File: src/rtl/fm_pkg.sv
package fm_pkg;
  // A gate of zero seconds is promoted to one second
  function automatic logic [3:0] fix_gate(input logic [3:0] g);
    return (g == 4'd0) ? 4'd1 : g;
  endfunction
endpackage

File: src/rtl/fm_sync_edge.sv
module fm_sync_edge (
  input  logic clk,
  input  logic rst,
  input  logic async_in,
  output logic rise
);
  logic s1, s2, s3;

  always_ff @(posedge clk) begin
    if (rst) begin
      s1 <= 1'b0;
      s2 <= 1'b0;
      s3 <= 1'b0;
    end else begin
      s1 <= async_in;
      s2 <= s1;
      s3 <= s2;
    end
  end

  assign rise = s2 & ~s3;

  // two rising flags can never be adjacent
  rise_gap_chk: assert property (@(posedge clk) disable iff (rst) rise |=> !rise);
endmodule

File: src/rtl/fm_gate_timer.sv
module fm_gate_timer #(
  parameter int CYC_PER_SEC = 1000,
  parameter int GATE_W      = 4
) (
  input  logic              clk,
  input  logic              rst,
  input  logic [GATE_W-1:0] gate_sec,
  output logic              win_end,
  output logic [GATE_W-1:0] cur_gate
);
  import fm_pkg::*;
  localparam int TICK_W = (CYC_PER_SEC > 1) ? $clog2(CYC_PER_SEC) : 1;
  localparam logic [TICK_W-1:0] TICK_LAST = TICK_W'(CYC_PER_SEC - 1);

  logic [TICK_W-1:0] tick;
  logic [GATE_W-1:0] secs;

  assign win_end = (tick == TICK_LAST) && (secs == cur_gate - 1'b1);

  always_ff @(posedge clk) begin
    if (rst) begin
      tick     <= '0;
      secs     <= '0;
      cur_gate <= fix_gate(gate_sec);
    end else if (win_end) begin
      tick     <= '0;
      secs     <= '0;
      cur_gate <= fix_gate(gate_sec);
    end else if (tick == TICK_LAST) begin
      tick <= '0;
      secs <= secs + 1'b1;
    end else begin
      tick <= tick + 1'b1;
    end
  end

  // the captured gate length is never zero
  gate_nonzero_chk: assert property (@(posedge clk) disable iff (rst) cur_gate != '0);
  // the gate length is held for the whole window
  gate_hold_chk: assert property (@(posedge clk) disable iff (rst)
    !win_end |=> $stable(cur_gate));
endmodule

File: src/rtl/fm_edge_counter.sv
module fm_edge_counter #(
  parameter int CNT_W = 32
) (
  input  logic             clk,
  input  logic             rst,
  input  logic             rise,
  input  logic             win_end,
  output logic [CNT_W-1:0] cap_cnt,
  output logic             cap_ovf
);
  localparam logic [CNT_W-1:0] CNT_MAX = '1;

  logic [CNT_W-1:0] cnt;
  logic             ovf_r;
  logic             full;

  assign full = (cnt == CNT_MAX);

  always_ff @(posedge clk) begin
    if (rst) begin
      cnt     <= '0;
      ovf_r   <= 1'b0;
      cap_cnt <= '0;
      cap_ovf <= 1'b0;
    end else if (win_end) begin
      cap_cnt <= cnt;
      cap_ovf <= ovf_r;
      cnt     <= rise ? CNT_W'(1) : '0;
      ovf_r   <= 1'b0;
    end else if (rise) begin
      if (full) ovf_r <= 1'b1;
      else      cnt   <= cnt + 1'b1;
    end
  end

  // a full count stays full until the window closes
  no_wrap_chk: assert property (@(posedge clk) disable iff (rst)
    (full && !win_end) |=> full);
endmodule

File: src/rtl/fm_divider.sv
module fm_divider #(
  parameter int CNT_W  = 32,
  parameter int GATE_W = 4
) (
  input  logic              clk,
  input  logic              rst,
  input  logic              start,
  input  logic [CNT_W-1:0]  dvd,
  input  logic [GATE_W-1:0] dvs,
  output logic [CNT_W-1:0]  quo,
  output logic              done
);
  localparam int STEP_W = $clog2(CNT_W + 1);

  logic [GATE_W-1:0] rem;
  logic [GATE_W-1:0] dvs_r;
  logic [STEP_W-1:0] step;
  logic              busy;
  logic [GATE_W:0]   rem_sh;
  logic              fits;

  assign rem_sh = {rem, quo[CNT_W-1]};
  assign fits   = (rem_sh >= {1'b0, dvs_r});

  always_ff @(posedge clk) begin
    if (rst) begin
      quo   <= '0;
      rem   <= '0;
      dvs_r <= '0;
      step  <= '0;
      busy  <= 1'b0;
      done  <= 1'b0;
    end else begin
      done <= 1'b0;
      if (start) begin
        quo   <= dvd;
        rem   <= '0;
        dvs_r <= dvs;
        step  <= '0;
        busy  <= 1'b1;
      end else if (busy) begin
        rem  <= fits ? GATE_W'(rem_sh - {1'b0, dvs_r}) : rem_sh[GATE_W-1:0];
        quo  <= {quo[CNT_W-2:0], fits};
        step <= step + 1'b1;
        if (step == STEP_W'(CNT_W - 1)) begin
          busy <= 1'b0;
          done <= 1'b1;
        end
      end
    end
  end

  // the partial remainder stays below the divisor
  rem_range_chk: assert property (@(posedge clk) disable iff (rst)
    busy |-> (rem < dvs_r));
endmodule

File: src/rtl/freq_meter.sv
module freq_meter #(
  parameter int CYC_PER_SEC = 1000,
  parameter int CNT_W       = 32,
  parameter int GATE_W      = 4
) (
  input  logic              clk,
  input  logic              rst,
  input  logic              sig_in,
  input  logic [GATE_W-1:0] gate_sec,
  output logic [CNT_W-1:0]  raw_count,
  output logic [CNT_W-1:0]  freq_out,
  output logic              ovf_out,
  output logic              result_valid
);
  logic              rise;
  logic              win_end;
  logic              div_start;
  logic              div_done;
  logic [GATE_W-1:0] cur_gate;
  logic [GATE_W-1:0] div_gate;
  logic [CNT_W-1:0]  cap_cnt;
  logic              cap_ovf;
  logic [CNT_W-1:0]  quo;

  fm_sync_edge u_sync (
    .clk(clk), .rst(rst), .async_in(sig_in), .rise(rise)
  );

  fm_gate_timer #(.CYC_PER_SEC(CYC_PER_SEC), .GATE_W(GATE_W)) u_timer (
    .clk(clk), .rst(rst), .gate_sec(gate_sec), .win_end(win_end), .cur_gate(cur_gate)
  );

  fm_edge_counter #(.CNT_W(CNT_W)) u_cnt (
    .clk(clk), .rst(rst), .rise(rise), .win_end(win_end),
    .cap_cnt(cap_cnt), .cap_ovf(cap_ovf)
  );

  always_ff @(posedge clk) begin
    if (rst) begin
      div_start <= 1'b0;
      div_gate  <= '0;
    end else begin
      div_start <= win_end;
      if (win_end) div_gate <= cur_gate;
    end
  end

  fm_divider #(.CNT_W(CNT_W), .GATE_W(GATE_W)) u_div (
    .clk(clk), .rst(rst), .start(div_start), .dvd(cap_cnt), .dvs(div_gate),
    .quo(quo), .done(div_done)
  );

  always_ff @(posedge clk) begin
    if (rst) begin
      raw_count    <= '0;
      freq_out     <= '0;
      ovf_out      <= 1'b0;
      result_valid <= 1'b0;
    end else begin
      result_valid <= div_done;
      if (div_done) begin
        raw_count <= cap_cnt;
        freq_out  <= quo;
        ovf_out   <= cap_ovf;
      end
    end
  end

  // the valid strobe lasts a single cycle
  valid_pulse_chk: assert property (@(posedge clk) disable iff (rst)
    result_valid |=> !result_valid);
  // the results hold steady between strobes
  result_hold_chk: assert property (@(posedge clk) disable iff (rst)
    !div_done |=> $stable(raw_count) && $stable(freq_out) && $stable(ovf_out));
endmodule

File: config.mk
export PLATFORM = sky130hd
export DESIGN_NAME = freq_meter
export DESIGN_NICKNAME = d
export VERILOG_FILES = /design/src/rtl/fm_pkg.sv /design/src/rtl/fm_sync_edge.sv /design/src/rtl/fm_gate_timer.sv /design/src/rtl/fm_edge_counter.sv /design/src/rtl/fm_divider.sv /design/src/rtl/freq_meter.sv
export SDC_FILE = /design/constraint.sdc
export NUM_CORES = 1
export LEC_CHECK = 0
export ABC_AREA = 1
export BUFFER_PORTS_ARGS = -buffer_cell sky130_fd_sc_hd__buf_2
export CAP_MARGIN = 20
export CORE_ASPECT_RATIO = 1.75
export CORE_UTILIZATION = 55
export DETAILED_ROUTE_END_ITERATION = 8
export GPL_TIMING_DRIVEN = 0
export PLACE_DENSITY = 0.71
export SETUP_SLACK_MARGIN = 0.3
export SYNTH_ARGS = -nofsm -noshare
export SYNTH_HDL_FRONTEND = slang
export SYNTH_SLANG_ARGS = --single-unit
export TNS_END_PERCENT = 1
File: constraint.sdc
create_clock -name clk -period 2.53 [get_ports clk]
set_clock_uncertainty 0.1 [all_clocks]
set_input_delay 0.253 -clock clk [delete_from_list [all_inputs] [get_ports clk]]
set_output_delay 0.253 -clock clk [all_outputs]
set_load 0.02 [all_outputs]
==> out/metrics.sh <==
CRITICAL_PATH.MAX_FANOUT=9
HOLD_VIOLATIONS=0
MAXCAPVIOLATIONS=0
YS_WARN_COUNT=0
GRT_OVERFLOW_TOTAL=0
CRITICAL_PATH_CLASS='flop to flop'
ANTENNA_LEFT=0
WHS_PS=20.0
ANTENNA_FOUND_INITIAL=0
DETAIL_ROUTE.ITER0.VIOLATIONS=308
SYNTH_SEQ_AREA_SHARE=0.490
DETAILED_PLACE_HPWL_UM=16300
POST_ROUTE_CELLS_DRIVE_ABOVE_1_SHARE=0.119
GRT_USE_TOTAL=0.276
CLOCK_SINK_COUNT=206
LAYOUT.CELLS.MOST_COMMON='sky130_fd_sc_hd__nor2_1'
TIMING.CRITICAL_PATH.TO_TYPE='flop'
POSTLAYOUTCOREUTIL=0.651
LAYOUT_MIN_CYCLE_TIME_PS=2140
R2R_CELL_COUNT=7
VIAS=7632
COREAREA_MM2=0.0150
WORST_HOLD_PATH.NUM_CELLS=4
FP.DIEAREA_MM2=0.0160
MAX-VDD-IR-DROP_uV=567
ANTENNADIODECOUNT=0
IOPINCOUNT=73
DIE_HEIGHT_UM=166
CTS_REPAIR_RESIZE_COUNT=0
DIE_W_UM=96.0
START_KIND='flop'
HOLD_PATH.CLASS='primary input to flop'
LAYOUT-AREA-OVERHEAD-VS-SYNTH_PCT=14.9
SYNTH_CELLS=1145
END_OF_THE_WORST_HOLD_PATH='u_div.step[3]'
ROUTED_VIA_DENSITY=5.31
TOTALPOWERFINAL_mW=6.24
WL_UM=21300
RSZ_0062_RAISED_AFTER_GLOBAL_ROUTING='true'
LAYOUT.CELLS.MOST_COMMON_LIST='sky130_fd_sc_hd__nor2_1, sky130_fd_sc_hd__dfxtp_1, sky130_fd_sc_hd__nand2_1'
SYNTH.DISTINCT_CELLS=40
TIMING.SLEW.HEADROOM=0.556
TIMING_WORST_SLEW_PIN_VALUE_PS=663
CLKTRANSATPATHREGS_PS=60
SYN-CELL-AREA_MM2=0.00850
DRT_PRE_ANTENNA_ITERS=4
CRITICAL_PATH_REQUIRED_PS=2570
SLEW_VIOLATIONS=0
CTS_TREE='built'
WL_PER_CELL_UM=14.8
STANDARD_CELL_ROWS=59
OUTCOME='completed'
POSTSYNTHNETCOUNT=1162
FINAL_SETUP_VIOLATING_ENDPOINTS=0
FIN_CRIT_SH=0.844
FINAL_NETS=1262
SYN_AREA_PER_CELL_UM2=7.42
FMAXACHIEVABLE_GHz=0.468
SYNTH_SEQ_CELLS=206
POWER.LEAKAGE_nW=4.48
FIN_TNS_SETUP_PS=0
ARRIVAL_TIME_OF_THE_WORST_SETUP_PATH_PS=2180
CRITICAL_PATH.REG2REG.ENDPOINT='u_timer.cur_gate[3]'
WORST_SKEW_PAIR.LATE_LATENCY_PS=480
GRT_PASS1_VIAS=7484
REGTOREGSTARTPOINT='u_timer.cur_gate[0]'
PLACE_CONGESTION=0.940
GRT_PASS1_WL_UM=34900
CTS_ROOT_BUF='sky130_fd_sc_hd__clkbuf_16'
REMAINING_DRC_ERRORS=0
RRSETUPSLACK_PS=390
CLOCK_TREE.BUFFER_DEPTH=3
MIN-DELAY-START='rst'
CTS.HTREE.LEVELS=1
PLACEMENT.IO_BUFFERS=72
CTS_INSERTED_BUFFERS=19
PIN_COUNT_OF_THE_BIGGEST_NET_ENTERING_GLOBAL_ROUTING=16
FLOORPLAN.INITIALDENSITY=0.567
POWER_DENSITY_mW_PER_MM2=640
worst max-delay path, stage by stage, from the launching register on:
cell and delay (ps):
sky130_fd_sc_hd__edfxtp_1 430, sky130_fd_sc_hd__inv_2 120, sky130_fd_sc_hd__ha_1 250, sky130_fd_sc_hd__nand2_1 70
sky130_fd_sc_hd__nand2_1 80, sky130_fd_sc_hd__nor3_2 210, sky130_fd_sc_hd__nand2_1 190, sky130_fd_sc_hd__nand2_1 340
layout make-up:
class / count / area, um^2
Clock buffer: 28 / 571
Fill cell: 1450 / 5230
Sequential cell: 206 / 4160
Timing Repair Buffer: 79 / 425
Clock inverter: 3 / 40.0
Multi-Input combinational cell: 789 / 3700
Inverter: 96 / 360
Tap cell: 183 / 229
Buffer: 54 / 275
kinds of logic (layout without fill, tap and decap cells):
kind of cell / after synthesis / in the layout / share of synthesized area
compound gates: 187 / 187 / 0.125
buf+inv: 150 / 260 / 0.0748
fa+ha+maj: 10 / 10 / 0.0156
simple gates: 588 / 588 / 0.290
xor+xnor: 4 / 4 / 0.00412
flops: 206 / 206 / 0.490
cells in the mapped netlist, drive strengths merged:
library cell / n / area share
nor2: 304 / 0.14
dfxtp: 202 / 0.48
nand2: 199 / 0.091
o21ai: 124 / 0.073
inv: 95 / 0.042
clkbuf: 36 / 0.016
nand3: 30 / 0.021
o221ai: 30 / 0.031
a21oi: 26 / 0.015
nor3: 25 / 0.015
buf: 18 / 0.016
nand4: 16 / 0.012
ha: 9 / 0.013
edfxtp: 4 / 0.014
nand3b: 4 / 0.0035
nor3b: 4 / 0.0035
o31ai: 3 / 0.0027
a31oi: 2 / 0.0015
and2: 2 / 0.0015
and3: 2 / 0.0015
or2: 2 / 0.0015
xnor2: 2 / 0.0021
xor2: 2 / 0.0021
a211oi: 1 / 0.00088
clkinv: 1 / 0.00044
fa: 1 / 0.0024
o211ai: 1 / 0.00088
metal layers:
layer	track usage	share of wire	up-vias	wire length [um]
met4	0.122	0.040	0	843
li1	-	-	3920	-
met3	0.0297	0.032	55	677
met2	0.515	0.52	174	11100
met1	0.301	0.41	3483	8680
met5	0	0	-	0
report_power, final:
group          total, mW  internal (mW)  switching (mW)
Clock               2.82           1.66            1.16
Sequential          3.27           3.26         0.00787
Combinational      0.153         0.0507           0.102
Total               6.24           4.97            1.27
metrics by stage:
step | setup slack (ps) | cells | area, um^2
2_1_floorplan | 658 | 1145 | 8500
6_report | 395 | 1438 | 9760
5_1_grt | 276 | 1438 | 9760
4_1_cts | 351 | 1436 | 9750
3_5_place_dp | 376 | 1400 | 9080
3_3_place_gp | 400 | 1400 | 9080
timing repair:
action | 4_1_cts | 5_1_grt
hold buffers | 5 | 0
setup endpoints to repair | 0 | 59
hold endpoints to repair | 5 | 0
buffers inserted | 0 | 2
registers in the layout, indices dropped and copies added (netlist names):
signal            cells
div_gate              4
div_start             1
freq_out             32
ovf_out               1
raw_count            32
result_valid          1
u_cnt.cap_cnt        32
u_cnt.cap_ovf         1
u_cnt.cnt            32
u_cnt.ovf_r           1
u_div.busy            1
u_div.done            1
u_div.dvs_r           4
u_div.quo            32
u_div.rem             4
u_div.step            6
u_sync.s1             1
u_sync.s2             1
u_sync.s3             1
u_timer.cur_gate      4
u_timer.secs          4
u_timer.tick         10
how the worst max path moves through the flow:
stage	slack, ps	from	end
CTS	350	u_timer.cur_gate[0]	u_timer.cur_gate[1]
global placement	400	u_timer.cur_gate[0]	u_timer.cur_gate[1]
detailed placement	380	u_timer.cur_gate[0]	u_timer.cur_gate[2]
floorplan	660	u_timer.cur_gate[0]	u_cnt.cap_cnt[26]
global route	280	u_timer.cur_gate[0]	u_cnt.cap_cnt[17]
finish	390	u_timer.cur_gate[0]	u_timer.cur_gate[3]
(Power assumes the default switching activity.)
